<file path="src/rtl/chan_pkg.sv">
package chan_pkg;

    typedef enum logic [1:0] {
        K_END,
        K_JUMP,
        K_SKIP,
        K_MOVE
    } cmd_e;

    typedef enum logic [3:0] {
        S_IDLE,
        S_FETCH,
        S_EXEC,
        S_DIN,
        S_MWR,
        S_MRD,
        S_DOUT,
        S_STEP,
        S_STAT
    } st_e;

    typedef struct packed {
        logic busy;
        logic done;
        logic short_rec;
        logic ien;
    } chan_flags_t;

    // count field width per control-word layout
    function automatic int cnt_width(input int v);
        case (v)
            1:       return 14;
            2:       return 15;
            default: return 18;
        endcase
    endfunction

    // address width per control-word layout
    function automatic int adr_width(input int v);
        case (v)
            1:       return 22;
            2:       return 21;
            default: return 18;
        endcase
    endfunction

    function automatic cmd_e classify(input logic zero_word, input logic cnt_zero,
                                      input logic adr_zero);
        if (zero_word)     return K_END;
        else if (cnt_zero) return K_JUMP;
        else if (adr_zero) return K_SKIP;
        else               return K_MOVE;
    endfunction

endpackage

</file>
<file path="src/rtl/ccw_unpack.sv">
module ccw_unpack
    import chan_pkg::*;
#(
    parameter int VARIANT = 0,
    localparam int CW = cnt_width(VARIANT),
    localparam int AW = adr_width(VARIANT)
)(
    input  logic [35:0]   word,
    output logic [CW-1:0] cnt,
    output logic [AW-1:0] addr,
    output cmd_e          kind
);

    generate
        if (VARIANT == 1) begin : g_wide
            assign cnt  = word[35:22];
            assign addr = word[21:0];
        end else if (VARIANT == 2) begin : g_split
            // top three address bits are kept inverted in the word
            assign cnt  = word[32:18];
            assign addr = {~word[35:33], word[17:0]};
        end else begin : g_base
            assign cnt  = word[35:18];
            assign addr = word[17:0];
        end
    endgenerate

    assign kind = classify(word == 36'd0, cnt == '0, addr == '0);

endmodule

</file>
<file path="src/rtl/ccw_pack.sv">
module ccw_pack
    import chan_pkg::*;
#(
    parameter int VARIANT = 0,
    localparam int CW = cnt_width(VARIANT),
    localparam int AW = adr_width(VARIANT)
)(
    input  logic [CW-1:0] cnt,
    input  logic [AW-1:0] addr,
    output logic [35:0]   word
);

    generate
        if (VARIANT == 1) begin : g_wide
            assign word = {cnt, addr};
        end else if (VARIANT == 2) begin : g_split
            assign word = {~addr[20:18], cnt, addr[17:0]};
        end else begin : g_base
            assign word = {cnt, addr};
        end
    endgenerate

endmodule

</file>
<file path="src/rtl/cmdlist_dma.sv">
module cmdlist_dma
    import chan_pkg::*;
#(
    parameter int VARIANT  = 0,
    parameter int INIT_LOC = 0,
    localparam int CW = cnt_width(VARIANT),
    localparam int AW = adr_width(VARIANT)
)(
    input  logic          clk,
    input  logic          rst,
    input  logic          cpu_start,
    input  logic          cpu_abort,
    input  logic          cpu_dir,
    input  logic          cpu_irq_en,
    input  logic [AW-1:0] cpu_list,
    output logic          stat_busy,
    output logic          stat_done,
    output logic          stat_short,
    output logic          irq,
    output logic          mem_req,
    output logic          mem_we,
    output logic [AW-1:0] mem_addr,
    output logic [35:0]   mem_wdata,
    input  logic          mem_ack,
    input  logic [35:0]   mem_rdata,
    input  logic          dev_in_valid,
    input  logic [35:0]   dev_in_data,
    output logic          dev_in_ready,
    output logic          dev_out_valid,
    output logic [35:0]   dev_out_data,
    input  logic          dev_out_ready,
    input  logic          dev_eor
);

    localparam logic [AW-1:0] STAT_LOC = AW'(INIT_LOC + 1);

    st_e           st;
    st_e           move_st;
    chan_flags_t   fl;
    cmd_e          cur_kind;
    cmd_e          f_kind;
    logic [AW-1:0] lp;
    logic [AW-1:0] cur_adr;
    logic [AW-1:0] f_adr;
    logic [CW-1:0] cur_cnt;
    logic [CW-1:0] f_cnt;
    logic [CW-1:0] cnt_nx;
    logic [35:0]   dbuf;
    logic [35:0]   stat_word;
    logic          dir_in;
    logic          abort_pend;
    logic          take_abort;

    ccw_unpack #(.VARIANT(VARIANT)) u_unpack (
        .word (mem_rdata),
        .cnt  (f_cnt),
        .addr (f_adr),
        .kind (f_kind)
    );

    ccw_pack #(.VARIANT(VARIANT)) u_pack (
        .cnt  (cur_cnt),
        .addr (cur_adr),
        .word (stat_word)
    );

    always_comb begin
        mem_req = (st == S_FETCH) || (st == S_MWR) || (st == S_MRD) || (st == S_STAT);
        mem_we  = (st == S_MWR) || (st == S_STAT);
        case (st)
            S_FETCH:      mem_addr = lp;
            S_MWR, S_MRD: mem_addr = cur_adr;
            S_STAT:       mem_addr = STAT_LOC;
            default:      mem_addr = '0;
        endcase
        if (st == S_STAT)     mem_wdata = stat_word;
        else if (st == S_MWR) mem_wdata = dbuf;
        else                  mem_wdata = '0;
        dev_in_ready  = (st == S_DIN);
        dev_out_valid = (st == S_DOUT);
        dev_out_data  = dbuf;
        cnt_nx        = cur_cnt + CW'(1);
        // an abort waits for any in-flight memory handshake
        take_abort    = fl.busy && (abort_pend || cpu_abort) && !mem_req;
        if (dir_in)                 move_st = S_DIN;
        else if (cur_kind == K_MOVE) move_st = S_MRD;
        else                         move_st = S_DOUT;
    end

    assign stat_busy  = fl.busy;
    assign stat_done  = fl.done;
    assign stat_short = fl.short_rec;
    assign irq        = fl.done & fl.ien;

    always_ff @(posedge clk) begin
        if (rst) begin
            st         <= S_IDLE;
            fl         <= '0;
            cur_kind   <= K_END;
            lp         <= '0;
            cur_adr    <= '0;
            cur_cnt    <= '0;
            dbuf       <= '0;
            dir_in     <= 1'b0;
            abort_pend <= 1'b0;
        end else begin
            if (fl.busy && cpu_abort) abort_pend <= 1'b1;
            if (take_abort) begin
                fl.busy    <= 1'b0;
                fl.done    <= 1'b1;
                abort_pend <= 1'b0;
                st         <= S_IDLE;
            end else begin
                case (st)
                    S_IDLE: if (cpu_start) begin
                        lp         <= cpu_list;
                        dir_in     <= cpu_dir;
                        fl         <= '{busy: 1'b1, done: 1'b0, short_rec: 1'b0, ien: cpu_irq_en};
                        abort_pend <= 1'b0;
                        st         <= S_FETCH;
                    end
                    S_FETCH: if (mem_ack) begin
                        cur_cnt  <= f_cnt;
                        cur_adr  <= f_adr;
                        cur_kind <= f_kind;
                        st       <= S_EXEC;
                    end
                    S_EXEC: begin
                        dbuf <= '0;
                        case (cur_kind)
                            K_END: begin
                                fl.busy <= 1'b0;
                                fl.done <= 1'b1;
                                st      <= S_IDLE;
                            end
                            K_JUMP: begin
                                lp <= cur_adr;
                                st <= S_FETCH;
                            end
                            default: st <= move_st;
                        endcase
                    end
                    S_DIN: begin
                        if (dev_in_valid) begin
                            dbuf <= dev_in_data;
                            st   <= (cur_kind == K_MOVE) ? S_MWR : S_STEP;
                        end else if (dev_eor) begin
                            fl.short_rec <= 1'b1;
                            st           <= S_STAT;
                        end
                    end
                    S_MWR: if (mem_ack) st <= S_STEP;
                    S_MRD: if (mem_ack) begin
                        dbuf <= mem_rdata;
                        st   <= S_DOUT;
                    end
                    S_DOUT: begin
                        if (dev_out_ready) begin
                            st <= S_STEP;
                        end else if (dev_eor) begin
                            fl.short_rec <= 1'b1;
                            st           <= S_STAT;
                        end
                    end
                    S_STEP: begin
                        cur_cnt <= cnt_nx;
                        if (cur_kind == K_MOVE) cur_adr <= cur_adr + AW'(1);
                        dbuf <= '0;
                        st   <= (cnt_nx == '0) ? S_STAT : move_st;
                    end
                    S_STAT: if (mem_ack) begin
                        if (fl.short_rec) begin
                            fl.busy <= 1'b0;
                            fl.done <= 1'b1;
                            st      <= S_IDLE;
                        end else begin
                            lp <= lp + AW'(1);
                            st <= S_FETCH;
                        end
                    end
                    default: st <= S_IDLE;
                endcase
            end
        end
    end

    // memory request holds its cycle until acknowledged
    p_req_hold_r2: assert property (@(posedge clk) disable iff (rst)
        (mem_req && !mem_ack) |=>
        (mem_req && $stable(mem_addr) && $stable(mem_we) && $stable(mem_wdata)));

    // start from idle makes the channel busy and clears done
    p_start_r2: assert property (@(posedge clk) disable iff (rst)
        (!stat_busy && cpu_start) |=> (stat_busy && !stat_done));

    // busy and done never together
    p_exclusive_r3: assert property (@(posedge clk) disable iff (rst)
        !(stat_busy && stat_done));

    // an idle channel drives no memory or device traffic
    p_quiet_r10: assert property (@(posedge clk) disable iff (rst)
        !stat_busy |-> (!mem_req && !dev_in_ready && !dev_out_valid));

    // device input and output handshakes are never offered together
    p_dev_excl_r7: assert property (@(posedge clk) disable iff (rst)
        !(dev_in_ready && dev_out_valid));

    // a short record is followed at once by the status write
    p_short_stat_r9: assert property (@(posedge clk) disable iff (rst)
        $rose(stat_short) |-> (mem_req && mem_we && mem_addr == STAT_LOC));

endmodule

</file>
<file path="config.mk">
export PLATFORM = sky130hd
export DESIGN_NAME = cmdlist_dma
export DESIGN_NICKNAME = d
export VERILOG_FILES = /design/src/rtl/chan_pkg.sv /design/src/rtl/ccw_unpack.sv /design/src/rtl/ccw_pack.sv /design/src/rtl/cmdlist_dma.sv
export SDC_FILE = /design/constraint.sdc
export NUM_CORES = 1
export LEC_CHECK = 0
export ABC_AREA = 1
export BUFFER_PORTS_ARGS = -buffer_cell sky130_fd_sc_hd__buf_2
export CORE_MARGIN = 2
export CORE_UTILIZATION = 53
export DETAILED_ROUTE_END_ITERATION = 16
export PLACE_DENSITY_LB_ADDON = 0.25
export SLEW_MARGIN = 5
export SYNTH_ARGS = -nofsm -noshare
export SYNTH_HDL_FRONTEND = slang
export SYNTH_SLANG_ARGS = --single-unit
</file>
<file path="constraint.sdc">
create_clock -name clk -period 2.5 [get_ports clk]
set_input_delay 0.25 -clock clk [delete_from_list [all_inputs] [get_ports clk]]
set_output_delay 0.25 -clock clk [all_outputs]
set_load 0.02 [all_outputs]
</file>
* After elaboration in Yosys (flattened, before gate mapping)
Index checks and enable logic that the tools add are counted.
Word-level totals: output and inout port bits 98, logic and storage cells 124, register bits after elaboration 102
Cells by class: reductions and logical operators 33, mux-type cells 47, add/subtract/negate cells 3, eq/ne operators 27, bitwise operators 2
Operator list (number):
- 36-bit 2-to-1 mux | 4
- 18-bit 2-to-1 mux | 7
- 18-bit one-hot mux with 3 select lines | 2
- 36-bit one-hot mux with 3 select lines | 1
- 18-bit one-hot mux with 2 select lines | 2
- 18-bit by 1-bit adder with 18-bit output (second input constant) | 3
- 18-bit logical NOT | 3
- 4-bit 2-to-1 mux | 10
- 36-bit logical NOT | 1
- 4-bit one-hot mux with 9 select lines | 1
- 2-bit inequality test (second input constant) | 11
- 5-bit AND reduction | 4
- 4-bit by 3-bit equality test with 1-bit output (second input constant) | 4
- 2-bit 2-to-1 mux | 7
- 1-bit 2-to-1 mux | 9
- 3-bit inequality test (second input constant) | 3
- 3-bit AND reduction | 3
- 3-bit nonzero test | 3
- 4-bit by 2-bit equality test with 1-bit output (second input constant) | 2
- 4-bit one-hot mux with 2 select lines | 1
- 4-bit AND reduction | 2
- 2-bit one-hot mux with 3 select lines | 1
- 6-bit AND reduction | 1
- 2-bit OR reduction | 3
- 17 further kinds | 24

* Depth between registers and ports, before layout
Gate-level depths: netlist of run 1.
depth in word-level cells 8, gate-level depth with buffers 15

* Modules after synthesis
Synthesis of run 1 repeated with hierarchy kept, for this count alone.
Unflattened totals: cell total of the unflattened synthesis 1138, area total of the unflattened synthesis 7337.0 µm²
Modules (own cells, without submodules):
- cmdlist_dma | area each 6668.9 µm², cells an instance 1034, times used 1, sequential area each 2042.0 µm²
- ccw_unpack | area each 397.9 µm², cells an instance 68, times used 1, sequential area each 0.0 µm²
- ccw_pack | area each 270.3 µm², cells an instance 36, times used 1, sequential area each 0.0 µm²

* Least setup slack after synthesis of run 1
No wires, ideal clock.
path type register to output, from reg st[0], to out mem_addr[0], arrival time 1.616 ns, required time 2.250 ns, stages on the path, launching flop included 7, setup slack 0.634 ns, cells stage by stage dfxtp_1 nor2_1 nand2_2 buf_2 buf_2 buf_1 o221ai_1
Between the ends: longest elaborated chain between the ends 3, elaborated cells between the ends (all ways) 6
RTL lines:
- start, declared | RTL line cmdlist_dma.sv:37 | st_e st;
- start signal, assigned | RTL line cmdlist_dma.sv:140 | default: st <= move_st;
- start signal, assigned | RTL line cmdlist_dma.sv:146 | st <= (cur_kind == K_MOVE) ? S_MWR : S_STEP;
- start signal, assigned | RTL line cmdlist_dma.sv:169 | st <= (cnt_nx == '0) ? S_STAT : move_st;
- 4-bit by 3-bit equality test with 1-bit output | RTL line cmdlist_dma.sv:70 | case (st)
- 2-bit OR reduction | RTL line cmdlist_dma.sv:70
- 18-bit one-hot mux with 3 select lines (*) | RTL line cmdlist_dma.sv:70
- end, declared | RTL line cmdlist_dma.sv:22 | output logic [AW-1:0] mem_addr,
Every way passes the cells marked *; elsewhere a longest branch is shown, timed or not.

* Worst setup path after layout of run 1
from reg st[0], to out mem_addr[14]
The elaborated chain is that of the path after synthesis.

==> results of run 1 <==
## registers in the layout (all words and copies together), names as in the netlist
register	cells
dev_out_data	36
cur_adr	18
cur_cnt	18
lp	18
st	4
cur_kind	2
abort_pend	1
dir_in	1
fl	1
stat_busy	1
stat_done	1
stat_short	1
## per-layer routing
layer,up-vias,part of all wire,track usage
li1,3943,-,-
met1,3751,0.41,0.445
met2,477,0.46,0.562
met3,71,0.095,0.0706
met4,0,0.037,0.148
met5,-,0,0
## worst max-delay path: cells and delay by family, from the launching register on
kind                   cells  cell delay (ns)
AO/OA/AOI/OAI              1             0.13
buffers and inverters      4             0.75
AND/OR/NAND/NOR            3             0.37
flip-flops                 1             0.47
## cell usage in the layout, fill, tap and decap left out, drive strengths merged, types with 9 or more instances in the layout
master	n
nand3	45
nor4	12
o22ai	50
xor2	12
nor2	142
nand4	16
nor3	17
a211oi	10
a221oi	39
nand2	246
inv	128
a21oi	62
buf	216
a31oi	12
clkbuf	9
dfxtp	102
o21ai	85
## cells by family after synthesis
family	count (synthesis)	synth area share
simple gates	482	0.302
compound gates	275	0.259
buf+inv	185	0.110
flops	102	0.307
xor+xnor	12	0.0158
fa+ha+maj	3	0.00565
## worst min path at each step
stage	end	slack [ns]	start	cells after the start
6_report	dev_out_data[20]$_SDFFE_PP0P_	0.12	dev_in_data[20]	3
5_1_grt	dev_out_data[1]$_SDFFE_PP0P_	0.14	dev_in_data[1]	3
4_1_cts	dev_out_data[20]$_SDFFE_PP0P_	0.12	dev_in_data[20]	3
3_5_place_dp	fl[0]$_SDFFE_PP0P_	0.48	fl[0]$_SDFFE_PP0P_	2
3_3_place_gp	cur_cnt[17]$_SDFFE_PP0P_	0.47	cur_cnt[17]$_SDFFE_PP0P_	2
2_1_floorplan	cur_cnt[5]$_SDFFE_PP0P_	0.33	rst	1
## metrics by stage
| stage | instance area [um^2] | hold slack [ns] | worst slack, ns | instances |
|---|---|---|---|---|
| after global placement | 7790 | 0.472 | 0.450 | 1386 |
| final | 8070 | 0.124 | 0.167 | 1402 |
| after detailed placement | 7790 | 0.478 | 0.436 | 1386 |
| after floorplan | 6640 | 0.328 | 0.634 | 1059 |
| after global routing | 8070 | 0.140 | 0.0803 | 1402 |
| after CTS | 8070 | 0.123 | 0.226 | 1402 |
## layout make-up
class / count / area [um^2] / area share
inverters: 128 / 480 / 0.0595
repair buffers: 216 / 1180 / 0.146
clock buffers: 9 / 225 / 0.0279
well taps: 168 / 210 / 0.0260
clock inverters: 7 / 57.6 / 0.00713
multi-input cells: 772 / 3880 / 0.480
flip-flops and latches: 102 / 2040 / 0.253
## report_power, final
part | switching (uW) | internal [uW]
Combinational | 1940 | 1010
Sequential | 388 | 2040
Clock | 704 | 689
Total | 3030 | 3740
==> impl_summary.txt, run 1 <==
----------------------------------------------------
[Status]
  Outcome ... completed

[Route]
  WL per Instance ... 16.7 um
  Drt pass-1 iters ... 8
  Post-detailed-route via-to-cell ratio ... 5.88
  Total wire length ... 23500 um
  Detailed-route via count ... 8242
  Post-detailed-route count of antenna-violating nets ... 0
  # DRC ... 0
  Initial detailed-routing violation count ... 825

[Synthesis]
  Most numerous cell in the Yosys netlist ... sky130_fd_sc_hd__nand2_1
  Post-synth EDFFs ... 0
  Register area share after synthesis ... 0.307
  Area contributors post-synth ... sky130_fd_sc_hd__dfxtp_1 31%, sky130_fd_sc_hd__nand2_1 14%, sky130_fd_sc_hd__nor2_1 7.9%, sky130_fd_sc_hd__inv_1 6.6%, sky130_fd_sc_hd__a221oi_1 5.1%
  Synth area leader ... sky130_fd_sc_hd__dfxtp_1
  Post-synthesis async set-or-reset flop share ... 0
  Net count after synthesis ... 1162
  Mapped Cells ... 1059
  #FFs+latches synth ... 102
  Netlist cell types ... 40
  Cell area after technology mapping ... 6640 um^2
  Top-area cell type share of the netlist area ... 0.307
  Commonest cells in the netlist ... 244 x sky130_fd_sc_hd__nand2_1, 139 x sky130_fd_sc_hd__nor2_1, 117 x sky130_fd_sc_hd__inv_1, 102 x sky130_fd_sc_hd__dfxtp_1, 60 x sky130_fd_sc_hd__a21oi_1
  Synth warnings ... 0
  Post-synth top flop ... sky130_fd_sc_hd__dfxtp_1
  Avg Cell Area, Syn ... 6.27 um^2

[Setup path]
  Startpoint of the most critical setup path ... st[0]$_SDFFE_PP0P_
  Highest-delay cell along the critical path ... sky130_fd_sc_hd__dfxtp_1
  Longest individual stage delay on the worst path ... 0.47 ns
  Largest fanout on the critical path ... 15
  Arrival time of the worst setup path ... 2.08 ns
  Setup CP Type ... reg -> out
  R2R setup slack ... 0.31 ns
  Crit Reg-Reg Endpoint ... cur_adr[10]$_SDFFE_PP0P_
  Timing endpoint of the critical path ... mem_addr[14]
  WP data required ... 2.25 ns
  Dominant cell type by count on the critical path ... sky130_fd_sc_hd__nand2_1
  Worst Reg2Reg Path Length in Cells ... 13
  Series of cell instances along the critical path ... inv_2, nor2_1, nand2_1, buf_4, inv_1, nand2_1, o21ai_0, buf_2
  Worst setup EP type ... output pin
  Critical path startpoint category ... register
  Critical register-to-register path startpoint ... st[0]$_SDFFE_PP0P_

[STA]
  Final hold violation count ... 0
  Clock period minus final worst setup slack ... 2.33 ns
  RSZ-0062 raised after global routing ... false
  Highest clock rate ... 429 MHz
  Portion of the clock cycle consumed by the worst path in the final layout ... 0.933
  Final worst clock skew ... 0.00863 ns
  Endpoints failing setup ... 0
  Slew at the pin closest to its max-slew limit ... 0.723 ns
  Relative max-transition margin ... 0.516
  Total negative slack for setup checks ... 0 ns
  Max Transition Viols Final ... 0

[Final layout]
  Final core utilization ... 0.667
  Ant diodes ... 0
  Number of nets at the end of the flow ... 1332
  Proportion of layout cells with a drive suffix above 1 ... 0.210
  Layout overhead on the synthesized area ... 21.6%
  Number of fillers in the final layout ... 1156

[Clock network]
  TritonCTS clock tree ... yes
  Clock insertion delay at the later pin of the skew report ... 0.36 ns
  # clock sinks ... 102
  Number of buffers inserted during clock tree synthesis ... 9
  Cell at the root of the clock tree ... sky130_fd_sc_hd__clkbuf_16
  Count of instances resized after the clock tree is built ... 0
  Maximum clock path buffer count ... 2
  Clk slew on worst S/H paths ... 0.08 ns
  Setup fix buffers added after clock tree synthesis ... 0
  Total of hold buffers inserted after clock tree synthesis ... 0
  H-tree level count ... 3

[Die]
  Core Rows ... 40
  Std-Cell Core Area ... 12100 um^2
  Die X ... 116 um
  Ports ... 198
  Starting density of the core ... 0.548
  Die area ... 13400 um^2
  Die Span Y ... 116 um

[Placed design]
  Routability congestion estimate from global placement ... 0.978
  Port-buffer cells ... 197
  Detailed placer's ending HPWL ... 16900 um

[GRT]
  Largest net degree at the start of global routing ... 58
  Global-route wire length before repair ... 36500 um
  GRT overflow ... 0
  Via count of the first global-routing pass ... 7387
  Overall track demand over capacity in global routing ... 0.345
  Antenna violations before repair ... 0

[Run]
  Max Cap Violations ... 0

[Hold path]
  Path class of the lowest-slack min-delay path ... in -> reg

[Power and ir drop]
  Leakage dissipation ... 0.00375 uW
  Power after layout ... 6780 uW
  P per Cell Area ... 839 nW/um^2
  Largest voltage drop on the vdd net ... 0.584 mV

----------------------------------------------------
Note: power is estimated with default switching activity, not from simulation.
==> run 2: changes to the inputs <==
CORE_MARGIN = 1   (was 2)
==> run 2 against run 1 <==
Sequential share of layout area about the same. Register-to-register slack worse by 0.03 ns. Wire length down 2.1%. Clock skew about the same. Non-clock buffer count up 2. Design area rose by 0.15%. Maximum frequency is 0.81% higher. Power is 0.59% higher. Global-route usage up 1.8 points. Utilization grew 0.10 points. Flip-flop and latch count unchanged.
==> impl_summary.txt, run 2 (same netlist as run 1, synthesis figures left out) <==
----------------------------------------------------
[Route]
  Drt pass-1 iters ... 5 (was 8)
  Initial detailed-routing violation count ... 779 (was 825)
  Post-detailed-route count of antenna-violating nets ... 0 (unchanged)
  Detailed-route via count ... 8099 (was 8242)
  Post-detailed-route via-to-cell ratio ... 5.77 (was 5.88)
  Total wire length ... 23000 um (was 23500 um)
  WL per Instance ... 16.4 um (was 16.7 um)
  # DRC ... 0 (unchanged)

[Setup path]
  R2R setup slack ... 0.28 ns (was 0.31 ns)
  Worst setup EP type ... output pin (unchanged)
  Critical path startpoint category ... register (unchanged)
  Setup CP Type ... reg -> out (unchanged)
  Largest fanout on the critical path ... 17 (was 15)
  WP data required ... 2.25 ns (about the same)
  Crit Reg-Reg Endpoint ... lp[14]$_SDFFE_PP0P_ (was cur_adr[10]$_SDFFE_PP0P_)
  Critical register-to-register path startpoint ... lp[1]$_SDFFE_PP0P_ (was st[0]$_SDFFE_PP0P_)
  Worst Reg2Reg Path Length in Cells ... 12 (was 13)
  Arrival time of the worst setup path ... 2.06 ns (was 2.08 ns)

[Die]
  Die area ... 13000 um^2 (was 13400 um^2)
  Ports ... 198 (unchanged)
  Die Span Y ... 114 um (was 116 um)
  Die X ... 114 um (was 116 um)
  Starting density of the core ... 0.548 (unchanged)
  Core Rows ... 40 (unchanged)
  Std-Cell Core Area ... 12100 um^2 (unchanged)

[Run]
  Max Cap Violations ... 0 (unchanged)

[STA]
  Clock period minus final worst setup slack ... 2.31 ns (was 2.33 ns)
  RSZ-0062 raised after global routing ... false (unchanged)
  Slew at the pin closest to its max-slew limit ... 0.693 ns (was 0.723 ns)
  Relative max-transition margin ... 0.536 (was 0.516)
  Portion of the clock cycle consumed by the worst path in the final layout ... 0.926 (was 0.933)
  Total negative slack for setup checks ... 0 ns (unchanged)
  Final hold violation count ... 0 (unchanged)
  Max Transition Viols Final ... 0 (unchanged)
  Final worst clock skew ... 0.00843 ns (was 0.00863 ns)
  Highest clock rate ... 432 MHz (was 429 MHz)
  Endpoints failing setup ... 0 (unchanged)

[Clock network]
  TritonCTS clock tree ... yes (unchanged)
  Number of buffers inserted during clock tree synthesis ... 9 (unchanged)
  H-tree level count ... 3 (unchanged)
  Maximum clock path buffer count ... 2 (unchanged)
  Cell at the root of the clock tree ... sky130_fd_sc_hd__clkbuf_16 (unchanged)
  Clk slew on worst S/H paths ... 0.07 ns (was 0.08 ns)
  # clock sinks ... 102 (unchanged)
  Clock insertion delay at the later pin of the skew report ... 0.36 ns (about the same)
  Setup fix buffers added after clock tree synthesis ... 0 (unchanged)

[Final layout]
  Number of flip-flops under the largest register name ... 36 (unchanged)
  Number of nets at the end of the flow ... 1334 (was 1332)
  Most frequent standard cell in the layout excluding fill and tap cells ... sky130_fd_sc_hd__nand2_1 (unchanged)
  Total area of multi-input combinational cells ... 3880 um^2 (about the same)
  Proportion of layout cells with a drive suffix above 1 ... 0.212 (was 0.210)
  Layout overhead on the synthesized area ... 21.7% (was 21.6%)
  Commonest cells after routing, fill and taps aside ... 244 x sky130_fd_sc_hd__nand2_1, 197 x sky130_fd_sc_hd__buf_2, 137 x sky130_fd_sc_hd__nor2_1, 115 x sky130_fd_sc_hd__inv_1, 102 x sky130_fd_sc_hd__dfxtp_1 (was 244 x sky130_fd_sc_hd__nand2_1, 197 x sky130_fd_sc_hd__buf_2, 139 x sky130_fd_sc_hd__nor2_1, 116 x sky130_fd_sc_hd__inv_1, 102 x sky130_fd_sc_hd__dfxtp_1)
  Sequential standard cell area ... 2040 um^2 (unchanged)
  Number of fillers in the final layout ... 1182 (was 1156)
  Count of non-filler cells in the finished layout ... 1404 (was 1402)

[Placed design]
  Routability congestion estimate from global placement ... 0.954 (was 0.978)
  Port-buffer cells ... 197 (unchanged)
  Detailed placer's ending HPWL ... 16800 um (was 16900 um)
  Placed instance count ... 1388 (was 1386)

[GRT]
  Global-route wire length before repair ... 36900 um (was 36500 um)
  Antenna violations before repair ... 1 (was 0)
  Largest net degree at the start of global routing ... 45 (was 58)
  GRT overflow ... 0 (unchanged)
  Overall track demand over capacity in global routing ... 0.363 (was 0.345)
  Via count of the first global-routing pass ... 7389 (was 7387)

[Power and ir drop]
  P per Cell Area ... 843 nW/um^2 (was 839 nW/um^2)
  Largest voltage drop on the vdd net ... 0.560 mV (was 0.584 mV)
  Leakage dissipation ... 0.00374 uW (was 0.00375 uW)

[Hold path]
  Hold path startpoint ... dev_in_data[33] (was dev_in_data[20])
  Path class of the lowest-slack min-delay path ... in -> reg (unchanged)
  End point of the worst hold path ... dev_out_data[33]$_SDFFE_PP0P_ (was dev_out_data[20]$_SDFFE_PP0P_)
  Number of cells on the worst hold path ... 3 (unchanged)

[Status]
  Outcome ... completed (unchanged)

----------------------------------------------------
==> run 2: changes by cell type in the layout (fill, tap and decap cells not counted), moves of 2 or more <==
cell	delta
sky130_fd_sc_hd__buf_12	-2
sky130_fd_sc_hd__buf_4	+3
sky130_fd_sc_hd__clkinv_4	-2
sky130_fd_sc_hd__nor2_1	-2
sky130_fd_sc_hd__nor2_2	+2
==> run 2: through the flow <==
step	setup slack [ns]	utilization	power [uW]	cell area, um^2	hold WS, ns
2_1_floorplan	0.634	-	4430	6640	0.328
3_3_place_gp	0.309	0.642	5300	7780	0.469
3_5_place_dp	0.298	0.642	5350	7780	0.477
4_1_cts	0.167	0.666	6780	8070	0.128
5_1_grt	0.0161	0.668	7300	8090	0.147
6_report	0.186	0.668	6820	8090	0.125
==> run 2: layer usage <==
metal  track usage  vias up  wire length, um
met5             0        -                0
met4         0.143        0              676
met3        0.0723       57             1890
li1              -     3944                -
met2         0.598      408            10600
met1         0.466     3690             9820
==> run 2: worst max path at each step <==
stage | end | slack, ns | from
floorplan | mem_addr[0] | 0.63 | st[0]$_SDFFE_PP0P_
global placement | st[1]$_SDFFE_PP0P_ | 0.31 | cur_cnt[1]$_SDFFE_PP0P_
detailed placement | st[1]$_SDFFE_PP0P_ | 0.30 | cur_cnt[1]$_SDFFE_PP0P_
CTS | mem_addr[17] | 0.17 | st[0]$_SDFFE_PP0P_
global route | cur_adr[9]$_SDFFE_PP0P_ | 0.02 | st[0]$_SDFFE_PP0P_
finish | mem_addr[17] | 0.19 | st[3]$_SDFFE_PP0P_
==> run 2: cell type report <==
cell class | instances | share of cell area
Antenna cell | 1 | 0.000310
Clock inverter | 4 | 0.00588
Inverter | 128 | 0.0599
Timing Repair Buffer | 218 | 0.145
Multi-Input combinational cell | 772 | 0.480
Clock buffer | 11 | 0.0300
Sequential cell | 102 | 0.253
Tap cell | 168 | 0.0260
==> run 2: repair_timing <==
item / 4_1_cts / 5_1_grt
gates resized for setup: 0 / 4
setup endpoints to repair: 0 / 5
hold buffers: 0 / 0
==> run 2: where the power goes <==
| part | total [uW] | switching, uW | internal (uW) |
|---|---|---|---|
| combinational | 2940 | 1940 | 1010 |
| sequential | 2440 | 393 | 2040 |
| clock | 1440 | 644 | 796 |
| total | 6820 | 2970 | 3840 |
==> run 2: worst max-delay path, stage by stage (launching register included) <==
cell,delay [ns]
sky130_fd_sc_hd__dfxtp_1,0.47
sky130_fd_sc_hd__nor2_1,0.13
sky130_fd_sc_hd__nand2_1,0.26
sky130_fd_sc_hd__buf_6,0.24
sky130_fd_sc_hd__clkinvlp_4,0.21
sky130_fd_sc_hd__nand2_1,0.09
sky130_fd_sc_hd__o21ai_0,0.11
sky130_fd_sc_hd__buf_2,0.18
